$ cat config.mk
export PLATFORM = sky130hd
export DESIGN_NAME = interval_timer
export DESIGN_NICKNAME = d
export VERILOG_FILES = /design/src/rtl/interval_timer_pkg.sv /design/src/rtl/tmr_prescaler.sv /design/src/rtl/tmr_counter.sv /design/src/rtl/tmr_run_ctrl.sv /design/src/rtl/tmr_irq_flag.sv /design/src/rtl/interval_timer.sv
export SDC_FILE = /design/constraint.sdc
export NUM_CORES = 1
export LEC_CHECK = 0
export ABC_AREA = 1
export CAP_MARGIN = 30
export CORE_MARGIN = 3
export CORE_UTILIZATION = 49
export CTS_CLUSTER_SIZE = 14
export DETAILED_ROUTE_END_ITERATION = 8
export PLACE_DENSITY_LB_ADDON = 0.3
export RECOVER_POWER = 100
export SETUP_SLACK_MARGIN = 0.05
export SLEW_MARGIN = 20
export SYNTH_ARGS = -nofsm -noshare
export SYNTH_HDL_FRONTEND = slang
export SYNTH_SLANG_ARGS = --single-unit
export TNS_END_PERCENT = 10
$ cat constraint.sdc
create_clock -name clk -period 1.6 [get_ports clk]
set_input_delay 0.16 -clock clk [delete_from_list [all_inputs] [get_ports clk]]
set_output_delay 0.16 -clock clk [all_outputs]
set_load 0.05 [all_outputs]
$ cat src/rtl/interval_timer_pkg.sv
// Package: shared widths and mode encoding for the interval timer.
// Assumes nothing beyond IEEE 1800-2017 package support.
package interval_timer_pkg;
    localparam int CNT_W_DEF = 12;
    localparam int PSC_W_DEF = 3;

    typedef enum logic {
        TMR_ONE_SHOT   = 1'b0,
        TMR_CONTINUOUS = 1'b1
    } tmr_mode_e;
endpackage

$ cat src/rtl/tmr_prescaler.sv
// Module: tmr_prescaler
// Produces a one-cycle tick every 2^sel enabled clocks, using a free binary
// counter and a mask of its low sel bits. Assumes sel is held steady during
// a run; clear restarts the phase so the first tick lands 2^sel clocks later.
module tmr_prescaler #(
    parameter int PSC_W = 3
) (
    input  logic             clk,
    input  logic             rst_n,
    input  logic             clear,
    input  logic             enable,
    input  logic [PSC_W-1:0] sel,
    output logic             tick
);
    localparam int DIV_W = (1 << PSC_W) - 1;

    logic [DIV_W-1:0] div_cnt;
    logic [DIV_W-1:0] mask;

    // Build the mask of the low sel bits that must all be one for a tick.
    always_comb begin
        for (int i = 0; i < DIV_W; i++) begin
            mask[i] = (i < int'(sel));
        end
    end

    // Advance the divider while enabled; restart it on clear.
    always_ff @(posedge clk) begin
        if (!rst_n) begin
            div_cnt <= '0;
        end else if (clear) begin
            div_cnt <= '0;
        end else if (enable) begin
            div_cnt <= div_cnt + 1'b1;
        end
    end

    assign tick = enable && ((div_cnt & mask) == mask);
endmodule

$ cat src/rtl/tmr_counter.sv
// Module: tmr_counter
// Holds the down counter. Start loads the reload value. Each tick steps the
// count down; a tick at zero is an expiry, which reloads in continuous mode
// and holds zero in one-shot mode. Assumes tick only occurs while running.
module tmr_counter
    import interval_timer_pkg::*;
#(
    parameter int CNT_W = 12
) (
    input  logic             clk,
    input  logic             rst_n,
    input  logic             start,
    input  logic             tick,
    input  tmr_mode_e        mode,
    input  logic [CNT_W-1:0] reload,
    output logic [CNT_W-1:0] count,
    output logic             expire
);
    logic at_zero;

    assign at_zero = (count == '0);
    assign expire  = tick && at_zero && !start;

    // Load on start, reload or hold on expiry, otherwise step down per tick.
    always_ff @(posedge clk) begin
        if (!rst_n) begin
            count <= '0;
        end else if (start) begin
            count <= reload;
        end else if (tick) begin
            if (!at_zero) begin
                count <= count - 1'b1;
            end else if (mode == TMR_CONTINUOUS) begin
                count <= reload;
            end
        end
    end
endmodule

$ cat src/rtl/tmr_run_ctrl.sv
// Module: tmr_run_ctrl
// Keeps the running flag. Start has priority over stop. A one-shot expiry
// ends the run. Assumes start, stop and expire are single-cycle events.
module tmr_run_ctrl
    import interval_timer_pkg::*;
(
    input  logic      clk,
    input  logic      rst_n,
    input  logic      start,
    input  logic      stop,
    input  logic      expire,
    input  tmr_mode_e mode,
    output logic      running
);
    // Update the run state from software controls and one-shot expiry.
    always_ff @(posedge clk) begin
        if (!rst_n) begin
            running <= 1'b0;
        end else if (start) begin
            running <= 1'b1;
        end else if (stop) begin
            running <= 1'b0;
        end else if (expire && (mode == TMR_ONE_SHOT)) begin
            running <= 1'b0;
        end
    end
endmodule

$ cat src/rtl/tmr_irq_flag.sv
// Module: tmr_irq_flag
// Sticky interrupt request. It is set by an expiry and cleared by an
// acknowledge; when both fall on the same edge the expiry wins.
module tmr_irq_flag (
    input  logic clk,
    input  logic rst_n,
    input  logic expire,
    input  logic ack,
    output logic pending
);
    // Set on expiry, otherwise clear on acknowledge.
    always_ff @(posedge clk) begin
        if (!rst_n) begin
            pending <= 1'b0;
        end else if (expire) begin
            pending <= 1'b1;
        end else if (ack) begin
            pending <= 1'b0;
        end
    end
endmodule

$ cat src/rtl/interval_timer.sv
// Module: interval_timer
// Top level of the prescaled countdown interval timer. It joins the
// prescaler, the down counter, the run control and the interrupt flag.
// Assumes the configuration inputs are stable while the timer runs.
// A stop freezes the count in its own cycle, because it masks the tick.
module interval_timer
    import interval_timer_pkg::*;
#(
    parameter int CNT_W = CNT_W_DEF,
    parameter int PSC_W = PSC_W_DEF
) (
    input  logic             clk,
    input  logic             rst_n,
    input  logic [CNT_W-1:0] cfg_reload,
    input  logic [PSC_W-1:0] cfg_prescale,
    input  logic             cfg_continuous,
    input  logic             start,
    input  logic             stop,
    input  logic             irq_ack,
    output logic             irq_pending,
    output logic             running,
    output logic [CNT_W-1:0] count
);
    logic      tick;
    logic      expire;
    logic      psc_enable;
    tmr_mode_e mode;

    assign mode       = cfg_continuous ? TMR_CONTINUOUS : TMR_ONE_SHOT;
    assign psc_enable = running && !stop;

    tmr_prescaler #(.PSC_W(PSC_W)) u_psc (
        .clk    (clk),
        .rst_n  (rst_n),
        .clear  (start),
        .enable (psc_enable),
        .sel    (cfg_prescale),
        .tick   (tick)
    );

    tmr_counter #(.CNT_W(CNT_W)) u_cnt (
        .clk    (clk),
        .rst_n  (rst_n),
        .start  (start),
        .tick   (tick),
        .mode   (mode),
        .reload (cfg_reload),
        .count  (count),
        .expire (expire)
    );

    tmr_run_ctrl u_run (
        .clk     (clk),
        .rst_n   (rst_n),
        .start   (start),
        .stop    (stop),
        .expire  (expire),
        .mode    (mode),
        .running (running)
    );

    tmr_irq_flag u_irq (
        .clk     (clk),
        .rst_n   (rst_n),
        .expire  (expire),
        .ack     (irq_ack),
        .pending (irq_pending)
    );
endmodule

# [Word level (Yosys, flattened, before mapping)]
# Cells that the tools add are included.
# W data, S select, Z words.
[classes] n_addsub=2 magnitude_cmp=7 n_eq_ne=2 mux=10 bitwise=3 reduce_logical=13
[ops] operator="$mux W12" n=4
[ops] operator="$logic_not A12 Y1" n=1
[ops] operator="$sub A12 B1 Y12 const B" n=1
[ops] operator="$lt A3 B3 Y1 const A" n=3
[ops] operator="$add A7 B1 Y7 const B" n=1
[ops] operator="$and A7 B7 Y7" n=1
[ops] operator="$eq A7 B7 Y1" n=1
[ops] operator="$lt A1 B3 Y1 const A" n=2
[ops] operator="$lt A2 B3 Y1 const A" n=2
[ops] operator="$mux W1" n=6
[ops] operator="$logic_and A1 B1 Y1" n=5
[ops] operator="$reduce_bool A2 Y1" n=2
[ops] operator="$ne A3 B2 Y1 const B" n=1
[ops] operator="$reduce_bool A3 Y1" n=1
[ops] operator="$logic_not A1 Y1" n=2
[ops] operator="$not A1 Y1" n=2
[ops] operator="$reduce_and A2 Y1" n=1
[ops] operator="$reduce_or A2 Y1" n=1
[word_totals] ff_bits=21 in_bits=21 out_inout_bits=14 word_cells=41

# [Depth between registers and ports, before layout]
[depth] word_depth=10 ltp_mapped=13

# [Modules after synthesis]
# Synthesis repeated with hierarchy kept, for this count alone.
[hier_totals] cells_unflattened=229 area_unflattened_um2=1418.9
[by_module_without_submodules] module="tmr_counter" n_inst=1 cells_each=149 area_each_um2=915.9 seq_area_each_um2=240.2
[by_module_without_submodules] module="tmr_prescaler" n_inst=1 cells_each=63 area_each_um2=391.6 seq_area_each_um2=140.1
[by_module_without_submodules] module="tmr_run_ctrl" n_inst=1 cells_each=9 area_each_um2=57.6 seq_area_each_um2=20.0
[by_module_without_submodules] module="tmr_irq_flag" n_inst=1 cells_each=6 area_each_um2=43.8 seq_area_each_um2=20.0
[by_module_without_submodules] module="interval_timer" n_inst=1 cells_each=2 area_each_um2=10.0 seq_area_each_um2=0.0

# [Worst setup path after synthesis]
# No wires, ideal clock.
[synth_path] path_kind="register to register" start="reg u_cnt.count[0]" end="reg u_cnt.count[10]" setup_time_ns=0.110 arrival_time_ns=1.758 required_ns=1.490 setup_slack_ns=-0.268 path_stages_with_launch=14 n_path_buf=1 cell_sequence="dfxtp_1 -> inv_1 -> ha_1 -> nand2_1 -> nor2_2 -> nand2_2 -> nand2_1 -> buf_6 -> inv_4 -> nand3_2 -> nand2_1 -> nand2_1 -> inv_1 -> nor2_2"
[synth_between] elab_chain_len=4
[synth_lines] element="start, declared" line_no="tmr_counter.sv:16" source="output logic [CNT_W-1:0] count,"
[synth_lines] element="start signal, assigned" line_no="tmr_counter.sv:29" source="count <= reload;"
[synth_lines] element="start signal, assigned" line_no="tmr_counter.sv:32" source="count <= count - 1'b1;"
[synth_lines] element="start signal, assigned" line_no="tmr_counter.sv:34" source="count <= reload;"
[synth_lines] element="$sub A12 B1 Y12 or $logic_not A12 Y1 (tied branches)" line_no="tmr_counter.sv:32, tmr_counter.sv:21"
[synth_lines] element="$mux W12" line_no="tmr_counter.sv:31" source="if (!at_zero) begin"
[synth_lines] element="$mux W12" line_no="tmr_counter.sv:30" source="end else if (tick) begin"
[synth_lines] element="$mux W12" line_no="tmr_counter.sv:28" source="end else if (start) begin"
# Parallel ways exist; a longest one is shown, timed or not. The select of a mux whose other input is x is not followed.
# A chain may end at the register's enable or synchronous reset.

# [Worst setup path after layout]
[layout_path] start="reg u_cnt.count[6]" end="reg u_cnt.count[5]"
[layout_between] elab_chain_len=4
[layout_lines] element="$logic_not A12 Y1 (*)" line_no="tmr_counter.sv:21" source="assign at_zero = (count == '0);"
[layout_lines] element="$mux W12" line_no="tmr_counter.sv:31"
[layout_lines] element="$mux W12" line_no="tmr_counter.sv:30"
[layout_lines] element="$mux W12" line_no="tmr_counter.sv:28"
# Every way passes the cells marked *; elsewhere a longest branch is shown, timed or not. The select of a mux whose other input is x is not followed.

==> reports/qor.yml <==
status:
  outcome: "finished clean"
floorplan:
  dieArea_sq_um: 3620
  die_w_microns: 60.2
  row_count: 19
  start_util_pct: 51.7
  coreArea_sq_um: 2780
  io_pins: 35
  die_h_microns: 60.2
worst_setup_path:
  worst_setup_path_start_kind: "flop"
  crit_path_end_kind: "flop"
  cp_common_cell: "nor2_1"
  cp_cell_sequence: "nor2_2 -> nand2_2 -> nor2_1 -> nand2_2 -> nand2_4 -> buf_12 -> inv_4 -> nand2_1 -> nand2_1 -> nor2_1 -> nor2_1"
  startpoint: "u_cnt.count[6]$_SDFFE_PN0P_"
  cp_max_fo: 5
  reg2reg_depth: 11
  cp.required_ps: 1810
  ff2ff_setup_slack_ps: 80
  cp_slowest_stage_delay_ps: 350
  cpLargestDelayFamily: "simple AND/OR/NAND/NOR gates"
  criticalPathCategory: "flop to flop"
  r2r_start: "u_cnt.count[6]$_SDFFE_PN0P_"
  reg2reg_to: "u_cnt.count[5]$_SDFFE_PN0P_"
  crit_slowest_cell: "dfxtp_2"
  arrival_ps: 1730
  cp.buffers_inverters: 2
worst_hold_path:
  hold_end: "u_irq.pending$_SDFFE_PN0P_"
  whs_path_depth: 4
  hold_class: "input pin to flop"
  min_from: "irq_ack"
yosys:
  synth_common_cells: "nand2_1 (83), nor2_1 (42), inv_1 (29), dfxtp_1 (21), o21ai_0 (14)"
  synth-edff-count: 0
  yosysMostFrequentCell: "nand2_1"
  yosysTopAreaCellShare_pct: 29.2
  synth_flop_cell: "dfxtp_1"
  ys_seq_area_share_pct: 29.2
  syn_avg_cell_area_sq_um: 5.92
  synth_warnings: 0
  yosys-top-cells-area: "dfxtp_1 (29%), nand2_1 (22%), nor2_1 (11%), inv_1 (7.6%), o21ai_0 (4.9%)"
  synth_top_area_cell: "dfxtp_1"
  synth_cells: 243
  ys_ff_latch: 21
  synth_area_sq_um: 1440
  ys_types: 23
  syn-num-nets: 267
  postSynth.asyncResetShare_pct: 0
power_and_ir_drop:
  p_seq_share_pct: 38.8
  switchingPower_w: 0.000596
  p_per_area_nw_per_um2: 736
  comb_power_share_pct: 43.7
  leakagePower_nw: 0.971
  swShare_pct: 39.4
  vdd_drop_max_mv: 0.824
  clockPowerShare_pct: 17.4
  internal_power_w: 0.000915
sta:
  slew_violations: 0
  worst_slew_pin_slew_ps: 601
  fin_tns_setup_ps: 0
  setup_viol: 0
  slew_headroom_pct: 60.1
  finalCriticalPeriod_ps: 1520
  fmax_mhz: 657
  fin_crit_sh_pct: 95.1
  fin_hold_ws_ps: 465
  fin_skew_ps: 9.93
  final_hold_viol_count: 0
  rsz0062_at_grt: "yes"
cells_and_area:
  fillers: 242
  layout.cells.non_filler: 329
  diodes: 0
  drive_gt1_share_pct: 23.2
  fin_area_sq_um: 2050
  area_growth_pct: 42.7
  nets: 323
global_routing:
  grt_overflow: 0
  grt_max_degree: 21
  grt_pass1_vias: 1300
  antenna_found_initial: 0
  grt_pass1_wl_microns: 5200
  track_usage_pct: 18.8
place:
  gp_congestion: 0.805
  dpl.cell_count: 320
  place_hpwl_microns: 2590
  placed_cell_area_sq_um: 1900
  io_buffers: 34
clock_network:
  numCtsBuffers: 3
  tritoncts: "built"
  clk_latency_ps: 310
  cts-root-buf: "clkbuf_4"
  cts_hold_buf: 0
  cts-htree-levels: 1
  path_clk_slew_ps: 120
  cts.path.max_buffers: 2
  clock-sinks: 21
routing:
  first_pass_iters: 4
  via_per_inst: 4.95
  detail_route.wl_per_cell_microns: 11.9
  drtIter0Drc: 68
  wl_microns: 3910
  vias: 1627
  drc: 0
  ant_nets: 0
job:
  cap_violations: 0
## power by group through the flow
| stage | clock network, W | logic [W] | registers, W |
|---|---|---|---|
| 6_report | 0.000263 | 0.000661 | 0.000587 |
| 5_1_grt | 0.000287 | 0.000721 | 0.000591 |
| 4_1_cts | 0.000274 | 0.000593 | 0.000583 |
| 3_5_place_dp | 0 | 0.000591 | 0.000595 |
| 3_3_place_gp | 0 | 0.000584 | 0.000595 |
| 2_1_floorplan | 0 | 0.000281 | 0.000704 |
## worst max-delay path by stage
stage                                              end  cells past startpoint
after global routing       u_cnt.count[6]$_SDFFE_PN0P_                     11
after floorplan           u_cnt.count[10]$_SDFFE_PN0P_                     12
final                      u_cnt.count[5]$_SDFFE_PN0P_                     11
after global placement     u_cnt.count[2]$_SDFFE_PN0P_                     12
after CTS                  u_cnt.count[5]$_SDFFE_PN0P_                     12
after detailed placement   u_cnt.count[9]$_SDFFE_PN0P_                     12
## cell families after synthesis
| group | count (synthesis) | synth area share [%] |
|---|---|---|
| buffers and inverters | 36 | 11.5 |
| AND/OR/NAND/NOR | 154 | 44.5 |
| adder cells (fa/ha/maj) | 3 | 2.61 |
| flip-flops | 21 | 29.2 |
| XOR/XNOR | 5 | 3.04 |
| AO/OA/AOI/OAI | 24 | 9.13 |
## worst reg2reg max path: cells and delay by family (launching register included)
family        cells  cell delay, ps
simple gates      9             900
flops             1             350
buf+inv           2             180
## layer usage
| layer | vias up | share of wire, % | GRT usage [%] |
|---|---|---|---|
| li1 | 856 | - | - |
| met1 | 716 | 42 | 21.2 |
| met2 | 45 | 50 | 35.2 |
| met3 | 10 | 6.4 | 2.16 |
| met4 | 0 | 1.7 | 7.28 |
| met5 | - | 0 | 0 |
## final cells by class
type | count | area, sq um | share of cell area, %
multi-input cells | 188 | 972 | 47.3
inverters | 31 | 119 | 5.79
flip-flops and latches | 21 | 439 | 21.4
well taps | 31 | 38.8 | 1.89
clock buffers | 4 | 26.3 | 1.28
repair buffers | 54 | 458 | 22.3
## layout by cell type (no fill, tap or decap), types with 2 or more instances in the layout
cell type | Yosys | final
nor2_4 | 1 | 4
xor2_1 | 4 | 4
nand2_1 | 83 | 80
nand2_2 | 5 | 5
clkbuf_16 | 0 | 2
dfxtp_2 | 0 | 9
inv_1 | 29 | 27
nand2_4 | 0 | 4
ha_4 | 0 | 2
o21ai_0 | 14 | 14
inv_2 | 1 | 3
clkdlybuf4s50_1 | 0 | 19
clkbuf_4 | 0 | 3
clkbuf_1 | 0 | 12
nor2_1 | 42 | 36
dfxtp_1 | 21 | 10
nand3_2 | 1 | 2
a21oi_1 | 8 | 8
clkbuf_2 | 0 | 3
nand3_1 | 12 | 11
nor3_1 | 3 | 2
buf_4 | 1 | 16
dfxtp_4 | 0 | 2
nand4_1 | 2 | 2
nor2_2 | 5 | 8
## what timing repair did
item	4_1_cts	5_1_grt
cloned	0	4
hold endpoints to repair	0	0
endpoints found under the setup margin	10	12
resized for setup	1	24
pin swaps	0	9
setup buffers	0	1
## flip-flops by register name (all words and copies together), names as in the netlist
name	flops
u_cnt.count	12
u_psc.div_cnt	7
u_irq.pending	1
u_run.running	1
## per-stage QoR
stage	power, W	setup slack [ps]	utilization, %
3_5_place_dp	0.00119	-121	68.2
2_1_floorplan	0.000986	52.4	-
6_report	0.00151	79.1	73.8
5_1_grt	0.00160	-5.25	73.8
3_3_place_gp	0.00118	-55.3	68.2
4_1_cts	0.00145	40.8	69.3
Power figures use the tool's default switching activity.
